## config.mk

```make
export PLATFORM = sky130hd
export DESIGN_NAME = usb_ls_rx
export DESIGN_NICKNAME = d
export VERILOG_FILES = /design/src/rtl/usb_ls_rx_pkg.sv /design/src/rtl/usb_ls_rx_sync.sv /design/src/rtl/usb_ls_rx_bittimer.sv /design/src/rtl/usb_ls_rx_decode.sv /design/src/rtl/usb_ls_rx.sv
export SDC_FILE = /design/constraint.sdc
export NUM_CORES = 1
export LEC_CHECK = 0
export BUFFER_PORTS_ARGS = -buffer_cell sky130_fd_sc_hd__buf_2
export CAP_MARGIN = 10
export CORE_MARGIN = 2
export CORE_UTILIZATION = 55
export CTS_CLUSTER_SIZE = 14
export DETAILED_ROUTE_END_ITERATION = 8
export PLACE_DENSITY_LB_ADDON = 0.2
export SLEW_MARGIN = 30
export SYNTH_ARGS = -nofsm -noshare
export SYNTH_HDL_FRONTEND = slang
export SYNTH_SLANG_ARGS = --single-unit
```

## constraint.sdc

```tcl
create_clock -name clk -period 4.9 [get_ports clk]
set_clock_uncertainty 0.15 [all_clocks]
set_input_delay 0.49 -clock clk [delete_from_list [all_inputs] [get_ports clk]]
set_output_delay 0.49 -clock clk [all_outputs]
set_load 0.05 [all_outputs]
```

## src/rtl/usb_ls_rx_pkg.sv

```systemverilog
package usb_ls_rx_pkg;

    // Line level as {D-, D+}
    typedef enum logic [1:0] {
        LN_SE0 = 2'b00,
        LN_K   = 2'b01,
        LN_J   = 2'b10,
        LN_SE1 = 2'b11
    } line_t;

    typedef enum logic [2:0] {
        ST_WAIT_J,
        ST_HUNT,
        ST_SYNC,
        ST_RECV,
        ST_DRAIN
    } rx_state_t;

    localparam int RUN_LIMIT = 6;

    // Phase preload applied at the sync edge: half a bit plus the input latency.
    function automatic int phase_preload(int num, int den, int lat);
        int v;
        v = num / 2 + lat * den;
        if (v > num - 1) v = num - 1;
        return v;
    endfunction

endpackage

```

## src/rtl/usb_ls_rx_sync.sv

```systemverilog
module usb_ls_rx_sync #(
    parameter int          STAGES = 2,
    parameter int          WIDTH  = 2,
    parameter logic [WIDTH-1:0] INIT = '0
) (
    input  logic             clk,
    input  logic             rst,
    input  logic [WIDTH-1:0] d_in,
    output logic [WIDTH-1:0] d_out
);
    logic [WIDTH-1:0] chain [STAGES];

    generate
        for (genvar s = 0; s < STAGES; s++) begin : g_stage
            if (s == 0) begin : g_first
                always_ff @(posedge clk) begin
                    if (rst) chain[0] <= INIT;
                    else     chain[0] <= d_in;
                end
            end else begin : g_next
                always_ff @(posedge clk) begin
                    if (rst) chain[s] <= INIT;
                    else     chain[s] <= chain[s-1];
                end
            end
        end
    endgenerate

    assign d_out = chain[STAGES-1];
endmodule

```

## src/rtl/usb_ls_rx_bittimer.sv

```systemverilog
module usb_ls_rx_bittimer #(
    parameter int NUM  = 32,
    parameter int DEN  = 3,
    parameter int LOAD = 25
) (
    input  logic clk,
    input  logic rst,
    input  logic restart,
    output logic strobe
);
    localparam int AW = $clog2(NUM + DEN + 1);

    logic [AW-1:0] acc;
    logic [AW-1:0] sum;

    assign sum = acc + AW'(DEN);

    always_ff @(posedge clk) begin
        if (rst) begin
            acc    <= '0;
            strobe <= 1'b0;
        end else if (restart) begin
            acc    <= AW'(LOAD);
            strobe <= 1'b0;
        end else if (sum >= AW'(NUM)) begin
            acc    <= sum - AW'(NUM);
            strobe <= 1'b1;
        end else begin
            acc    <= sum;
            strobe <= 1'b0;
        end
    end

    // a bit lasts several clocks, so strobes are never back to back
    a_r10_strobe_gap: assert property (@(posedge clk) disable iff (rst)
        strobe |=> !strobe);
endmodule

```

## src/rtl/usb_ls_rx_decode.sv

```systemverilog
module usb_ls_rx_decode
    import usb_ls_rx_pkg::*;
#(
    parameter int MAX_BYTES = 8,
    parameter int CNT_W     = 4
) (
    input  logic             clk,
    input  logic             rst,
    input  logic             start,
    input  logic             sample,
    input  logic [1:0]       lvl,
    output logic [7:0]       rx_byte,
    output logic             rx_valid,
    output logic             rx_eop,
    output logic [CNT_W-1:0] rx_count,
    output logic             rx_abort
);
    logic             prev_dm;
    logic [2:0]       ones;
    logic [2:0]       bitn;
    logic [7:0]       shreg;
    logic [CNT_W-1:0] nbytes;
    logic             dbit;
    logic [7:0]       sh_next;

    assign dbit    = (lvl[1] == prev_dm);
    assign sh_next = {dbit, shreg[7:1]};

    always_ff @(posedge clk) begin
        rx_valid <= 1'b0;
        rx_eop   <= 1'b0;
        rx_abort <= 1'b0;
        if (rst) begin
            prev_dm  <= 1'b0;
            ones     <= '0;
            bitn     <= '0;
            shreg    <= '0;
            nbytes   <= '0;
            rx_byte  <= '0;
            rx_count <= '0;
        end else if (start) begin
            prev_dm <= 1'b0;          // last sync bit is K
            ones    <= 3'd1;          // and decodes as a 1
            bitn    <= '0;
            nbytes  <= '0;
        end else if (sample) begin
            if (lvl == LN_SE0) begin
                rx_eop   <= 1'b1;
                rx_count <= nbytes;
            end else begin
                prev_dm <= lvl[1];
                if (ones == 3'(RUN_LIMIT)) begin
                    if (dbit) rx_abort <= 1'b1;
                    else      ones     <= '0;
                end else begin
                    ones  <= dbit ? ones + 3'd1 : 3'd0;
                    shreg <= sh_next;
                    bitn  <= bitn + 3'd1;
                    if (bitn == 3'd7) begin
                        if (nbytes == CNT_W'(MAX_BYTES)) begin
                            rx_abort <= 1'b1;
                        end else begin
                            rx_valid <= 1'b1;
                            rx_byte  <= sh_next;
                            nbytes   <= nbytes + 1'b1;
                        end
                    end
                end
            end
        end
    end

    // the run of ones never passes the stuffing limit
    a_r5_run_bounded: assert property (@(posedge clk) disable iff (rst)
        ones <= 3'(RUN_LIMIT));
    // the byte count stays within the configured limit
    a_r9_count_limit: assert property (@(posedge clk) disable iff (rst)
        nbytes <= CNT_W'(MAX_BYTES));
    // a reported count never exceeds the limit
    a_r8_eop_count: assert property (@(posedge clk) disable iff (rst)
        rx_eop |-> rx_count <= CNT_W'(MAX_BYTES));
endmodule

```

## src/rtl/usb_ls_rx.sv

```systemverilog
module usb_ls_rx
    import usb_ls_rx_pkg::*;
#(
    parameter int CLK_NUM     = 32,
    parameter int CLK_DEN     = 3,
    parameter int MAX_BYTES   = 8,
    parameter int SYNC_STAGES = 2,
    localparam int CNT_W      = $clog2(MAX_BYTES + 1)
) (
    input  logic             clk,
    input  logic             rst,
    input  logic             usb_dp,
    input  logic             usb_dm,
    output logic [7:0]       rx_byte,
    output logic             rx_valid,
    output logic             rx_eop,
    output logic [CNT_W-1:0] rx_count,
    output logic             rx_abort
);
    localparam int LOAD = phase_preload(CLK_NUM, CLK_DEN, SYNC_STAGES + 1);

    logic [1:0] lvl;
    logic       prev_dm;
    logic       edge_k;
    logic       strobe;
    logic       restart;
    logic       start;
    logic       sample;
    logic       first;
    rx_state_t  state;

    usb_ls_rx_sync #(
        .STAGES (SYNC_STAGES),
        .WIDTH  (2),
        .INIT   (LN_J)
    ) u_sync (
        .clk   (clk),
        .rst   (rst),
        .d_in  ({usb_dm, usb_dp}),
        .d_out (lvl)
    );

    assign edge_k  = prev_dm && !lvl[1];
    assign restart = (state == ST_HUNT) && edge_k;
    assign start   = (state == ST_SYNC) && strobe && !first && (lvl == LN_K);
    assign sample  = (state == ST_RECV) && strobe;

    usb_ls_rx_bittimer #(
        .NUM  (CLK_NUM),
        .DEN  (CLK_DEN),
        .LOAD (LOAD)
    ) u_timer (
        .clk     (clk),
        .rst     (rst),
        .restart (restart),
        .strobe  (strobe)
    );

    usb_ls_rx_decode #(
        .MAX_BYTES (MAX_BYTES),
        .CNT_W     (CNT_W)
    ) u_dec (
        .clk      (clk),
        .rst      (rst),
        .start    (start),
        .sample   (sample),
        .lvl      (lvl),
        .rx_byte  (rx_byte),
        .rx_valid (rx_valid),
        .rx_eop   (rx_eop),
        .rx_count (rx_count),
        .rx_abort (rx_abort)
    );

    always_ff @(posedge clk) begin
        if (rst) begin
            state   <= ST_WAIT_J;
            prev_dm <= 1'b1;
            first   <= 1'b0;
        end else begin
            prev_dm <= lvl[1];
            unique case (state)
                ST_WAIT_J: if (lvl == LN_J) state <= ST_HUNT;
                ST_HUNT: if (edge_k) begin
                    state <= ST_SYNC;
                    first <= 1'b1;
                end
                ST_SYNC: if (strobe) begin
                    if (lvl == LN_SE0)      state <= ST_WAIT_J;
                    else if (lvl[1])        state <= ST_HUNT;
                    else if (first)         first <= 1'b0;
                    else                    state <= ST_RECV;
                end
                ST_RECV: begin
                    if (rx_abort)    state <= ST_DRAIN;
                    else if (rx_eop) state <= ST_WAIT_J;
                end
                ST_DRAIN: if (lvl == LN_SE0) state <= ST_WAIT_J;
                default: state <= ST_WAIT_J;
            endcase
        end
    end

    // result pulses are mutually exclusive
    a_r11_one_hot: assert property (@(posedge clk) disable iff (rst)
        $onehot0({rx_valid, rx_eop, rx_abort}));
    // bytes only come out after a completed sync
    a_r3_valid_in_recv: assert property (@(posedge clk) disable iff (rst)
        rx_valid |-> state == ST_RECV);
    // after an abort the receiver is silent until SE0
    a_r6_abort_drains: assert property (@(posedge clk) disable iff (rst)
        rx_abort |=> state == ST_DRAIN);
endmodule

```

==> PnR_summary.wiki <==
{| class="wikitable"
! Metric !! Value
|-
| Outcome || complete, no violations
|-
| Number of global-route vias before repair || 1465
|-
| Number of synthesis warnings || 0
|-
| Overall Power || 0.642 mW
|-
| Sum of negative setup slack || 0 ns
|-
| Final Wtd Congestion || 0.895
|-
| Yosys cell types || 41
|-
| Area overhead of the layout relative to synthesis || 7.19%
|-
| Pin count of the biggest net entering global routing || 38
|-
| Starting Density || 0.586
|-
| Final Instance Count excl. Fillers || 272
|-
| Insertion delay of the later-clocked pin in the worst-skew pair || 0.37 ns
|-
| Post-layout util || 0.628
|-
| Cts repair resizes || 0
|-
| Worst Path Max Fanout || 15
|-
| Remaining routing DRC violations || 0
|-
| Die ar. || 4140 sq um
|-
| Reported max-cap violation count || 0
|-
| Post-synth EDFFs || 0
|-
| Initial antenna violation count || 0
|-
| Placed Cells || 264
|-
| Most instantiated library cell after synthesis || sky130_fd_sc_hd__dfxtp_1
|-
| Leak || 0.900 nW
|-
| Final layout net count || 236
|-
| Avg Cell Area, Syn || 9.44 sq um
|-
| I/O pin count || 19
|-
| Hold violation count in the final report || 0
|-
| Critical Path Start Type || flop
|-
| Global-route usage over all layers || 0.198
|-
| Worst ir drop on vdd || 0.207 mV
|-
| Syn Std Cell Area || 2000 sq um
|-
| DR pass1 iterations || 4
|-
| Antenna cell count || 0
|-
| Synth top area share || 0.490
|-
| Synth area leaders || sky130_fd_sc_hd__dfxtp_1 49%, sky130_fd_sc_hd__mux2i_1 9.0%, sky130_fd_sc_hd__nor2_1 6.0%, sky130_fd_sc_hd__ha_1 4.4%, sky130_fd_sc_hd__a21oi_1 3.5%
|-
| Number of pins exceeding their max-slew limit in the final report || 0
|-
| Worst Tran Pin Value || 0.837 ns
|-
| Net count after synthesis || 223
|-
| Share of the clock period used by the worst path after layout || 0.548
|-
| Antenna Violating Nets Remaining || 0
|-
| Via total after detailed routing || 1469
|-
| DR iter-0 viols || 66
|-
| Width of the chip || 64.3 um
|-
| Total buffers and inverters traversed by the critical path || 0
|-
| Average detailed-routed wire length per instance || 13.1 um
|-
| Post-Route Hold Slack || 0.148 ns
|-
| Min-Delay Path Class || input port to flop
|-
| FFs w/ async S/R, synth || 0
|-
| Data arrival time at the worst-slack endpoint || 2.84 ns
|-
| Delay of the slowest cell on the worst path || 0.72 ns
|-
| TritonCTS clock tree || built
|-
| Clk root buf || sky130_fd_sc_hd__clkbuf_4
|-
| Number of buffers inserted for hold repair after clock tree synthesis || 0
|-
| Most frequently used flop master after synthesis || sky130_fd_sc_hd__dfxtp_1
|-
| Global-route wire length before repair || 6310 um
|-
| Clock transition at the registers of the reported paths || 0.14 ns
|-
| Sequential-to-total area share from yosys stat || 0.490
|-
| Number of buffers between clock root and the deepest sink || 2
|-
| Layout cells sized above 1 || 0.137
|-
| Remaining global-route overflow || 0
|-
| Number of buffer cells added on primary ports || 18
|-
| Power density over cell area || 299 nW/um^2
|-
| Std-Cell Rows || 21
|-
| Setup Fix Bufs, Post-CTS || 0
|-
| Number of register bits inferred by synthesis || 49
|-
| Maximum clock frequency || 372 MHz
|-
| Number of buffers created by CTS || 5
|-
| DIE HEIGHT || 64.3 um
|-
| Maximum level of the CTS H-tree || 2
|-
| Placeable core region || 3420 sq um
|-
| Worst path required time || 5.05 ns
|-
| Slew margin rel. || 0.439
|-
| Cell count after synthesis || 212
|-
| List of most frequent post-synthesis cells || 49 x sky130_fd_sc_hd__dfxtp_1, 32 x sky130_fd_sc_hd__nor2_1, 18 x sky130_fd_sc_hd__mux2i_1
|-
| Category of the worst setup path capture point || flop
|-
| Setup repair after global routing missed its margin || no
|-
| Clock Sink Count || 49
|-
| Critical-path top delay cell || sky130_fd_sc_hd__nand4bb_1
|-
| Worst setup path category || flop to flop
|-
| Minimum clock period after layout || 2.69 ns
|-
| Kind of cell adding the most delay to the critical path || simple AND/OR/NAND/NOR gates
|-
| Biggest area consumer among synthesized cells || sky130_fd_sc_hd__dfxtp_1
|-
| DP Wirelength || 2590 um
|-
| Average vias per placed instance || 5.40
|-
| Count of endpoints failing setup in the final report || 0
|-
| Wire length reported by the detailed router || 3560 um
|-
| Crit path cell chain || and4b_1 > nand4bb_1 > or3_1 > a21oi_1
|}
[flip-flops by register name, indices dropped and copies added, names as in the netlist]
| name | cells |
|---|---|
| u_timer.strobe | 1 |
| u_dec.rx_abort | 1 |
| u_timer.acc | 6 |
| u_dec.nbytes | 4 |
| u_dec.prev_dm | 1 |
| state | 3 |
| u_dec.rx_eop | 1 |
| u_dec.rx_valid | 1 |
| u_dec.rx_byte | 8 |
| first | 1 |
| u_dec.ones | 3 |
| u_dec.bitn | 3 |
| u_dec.rx_count | 4 |
| prev_dm | 1 |
| u_dec.shreg | 7 |
| u_sync.chain | 4 |
[cells in the final DEF, fill, tap and decap left out, drive strengths merged, types with 2 or more instances in the layout]
cell,netlist,final
nor2b,2,2
a31oi,2,2
nor3,6,6
xnor2,4,4
or2,5,5
clkbuf,5,5
xor2,4,4
mux2i,18,18
a22oi,2,2
a21oi,14,14
and3,2,2
or3,2,2
a21boi,2,2
dfxtp,49,49
nand2,10,10
o21ai,4,4
o211ai,2,2
inv,11,13
nand3,5,5
ha,7,7
nor2,33,33
and4b,2,2
buf,7,18
o2111ai,2,2
[power by group]
group	total, mW	internal [mW]	leakage [nW]	switching [mW]
Sequential	0.419	0.408	0.398	0.0102
Clock	0.193	0.0597	0.0322	0.133
Combinational	0.0310	0.0131	0.470	0.0179
Total	0.642	0.481	0.900	0.161
[cell families after synthesis]
logic type               count (synthesis)  synth area share
flip-flops                              49             0.490
AO/OA/AOI/OAI                           32            0.0994
other                                    1           0.00187
XOR/XNOR                                 8            0.0350
adder cells (fa/ha/maj)                  7            0.0437
multiplexers                            18            0.0900
buffers and inverters                   23            0.0537
AND/OR/NAND/NOR                         74             0.186
[path summary, 6_finish.rpt]
check | from | endpoint | slack [ns] | cells past startpoint
worst max-delay path | state[1] | u_dec.nbytes[3] | 2.21 | 4
worst min-delay path | usb_dm | u_sync.chain[0][1] | 0.15 | 2
worst max register to register | state[1] | u_dec.nbytes[3] | 2.21 | 4
worst min register to register | u_sync.chain[0][1] | u_sync.chain[1][1] | 0.28 | 1
[per-layer routing]
metal,GRT usage,routed length [um],vias up
met5,0,0,-
met4,0.0798,72,0
met3,0.0599,135,9
met2,0.320,1640,31
met1,0.247,1710,679
li1,-,-,750
[stage by stage]
| stage | setup slack, ns | area (sq um) |
|---|---|---|
| floorplan | 3.16 | 2000 |
| global placement | 2.33 | 2080 |
| detailed placement | 2.25 | 2080 |
| CTS | 2.21 | 2150 |
| global route | 1.97 | 2150 |
| finish | 2.21 | 2150 |
[cell type report]
cell class | instances | area [sq um]
Tap cell | 46 | 57.6
Sequential cell | 49 | 981
Multi-Input combinational cell | 140 | 913
Timing Repair Buffer | 18 | 90.1
Fill cell | 302 | 1270
Inverter | 11 | 41.3
Clock inverter | 3 | 25.0
Clock buffer | 5 | 37.5
Power figures use the tool's default switching activity.
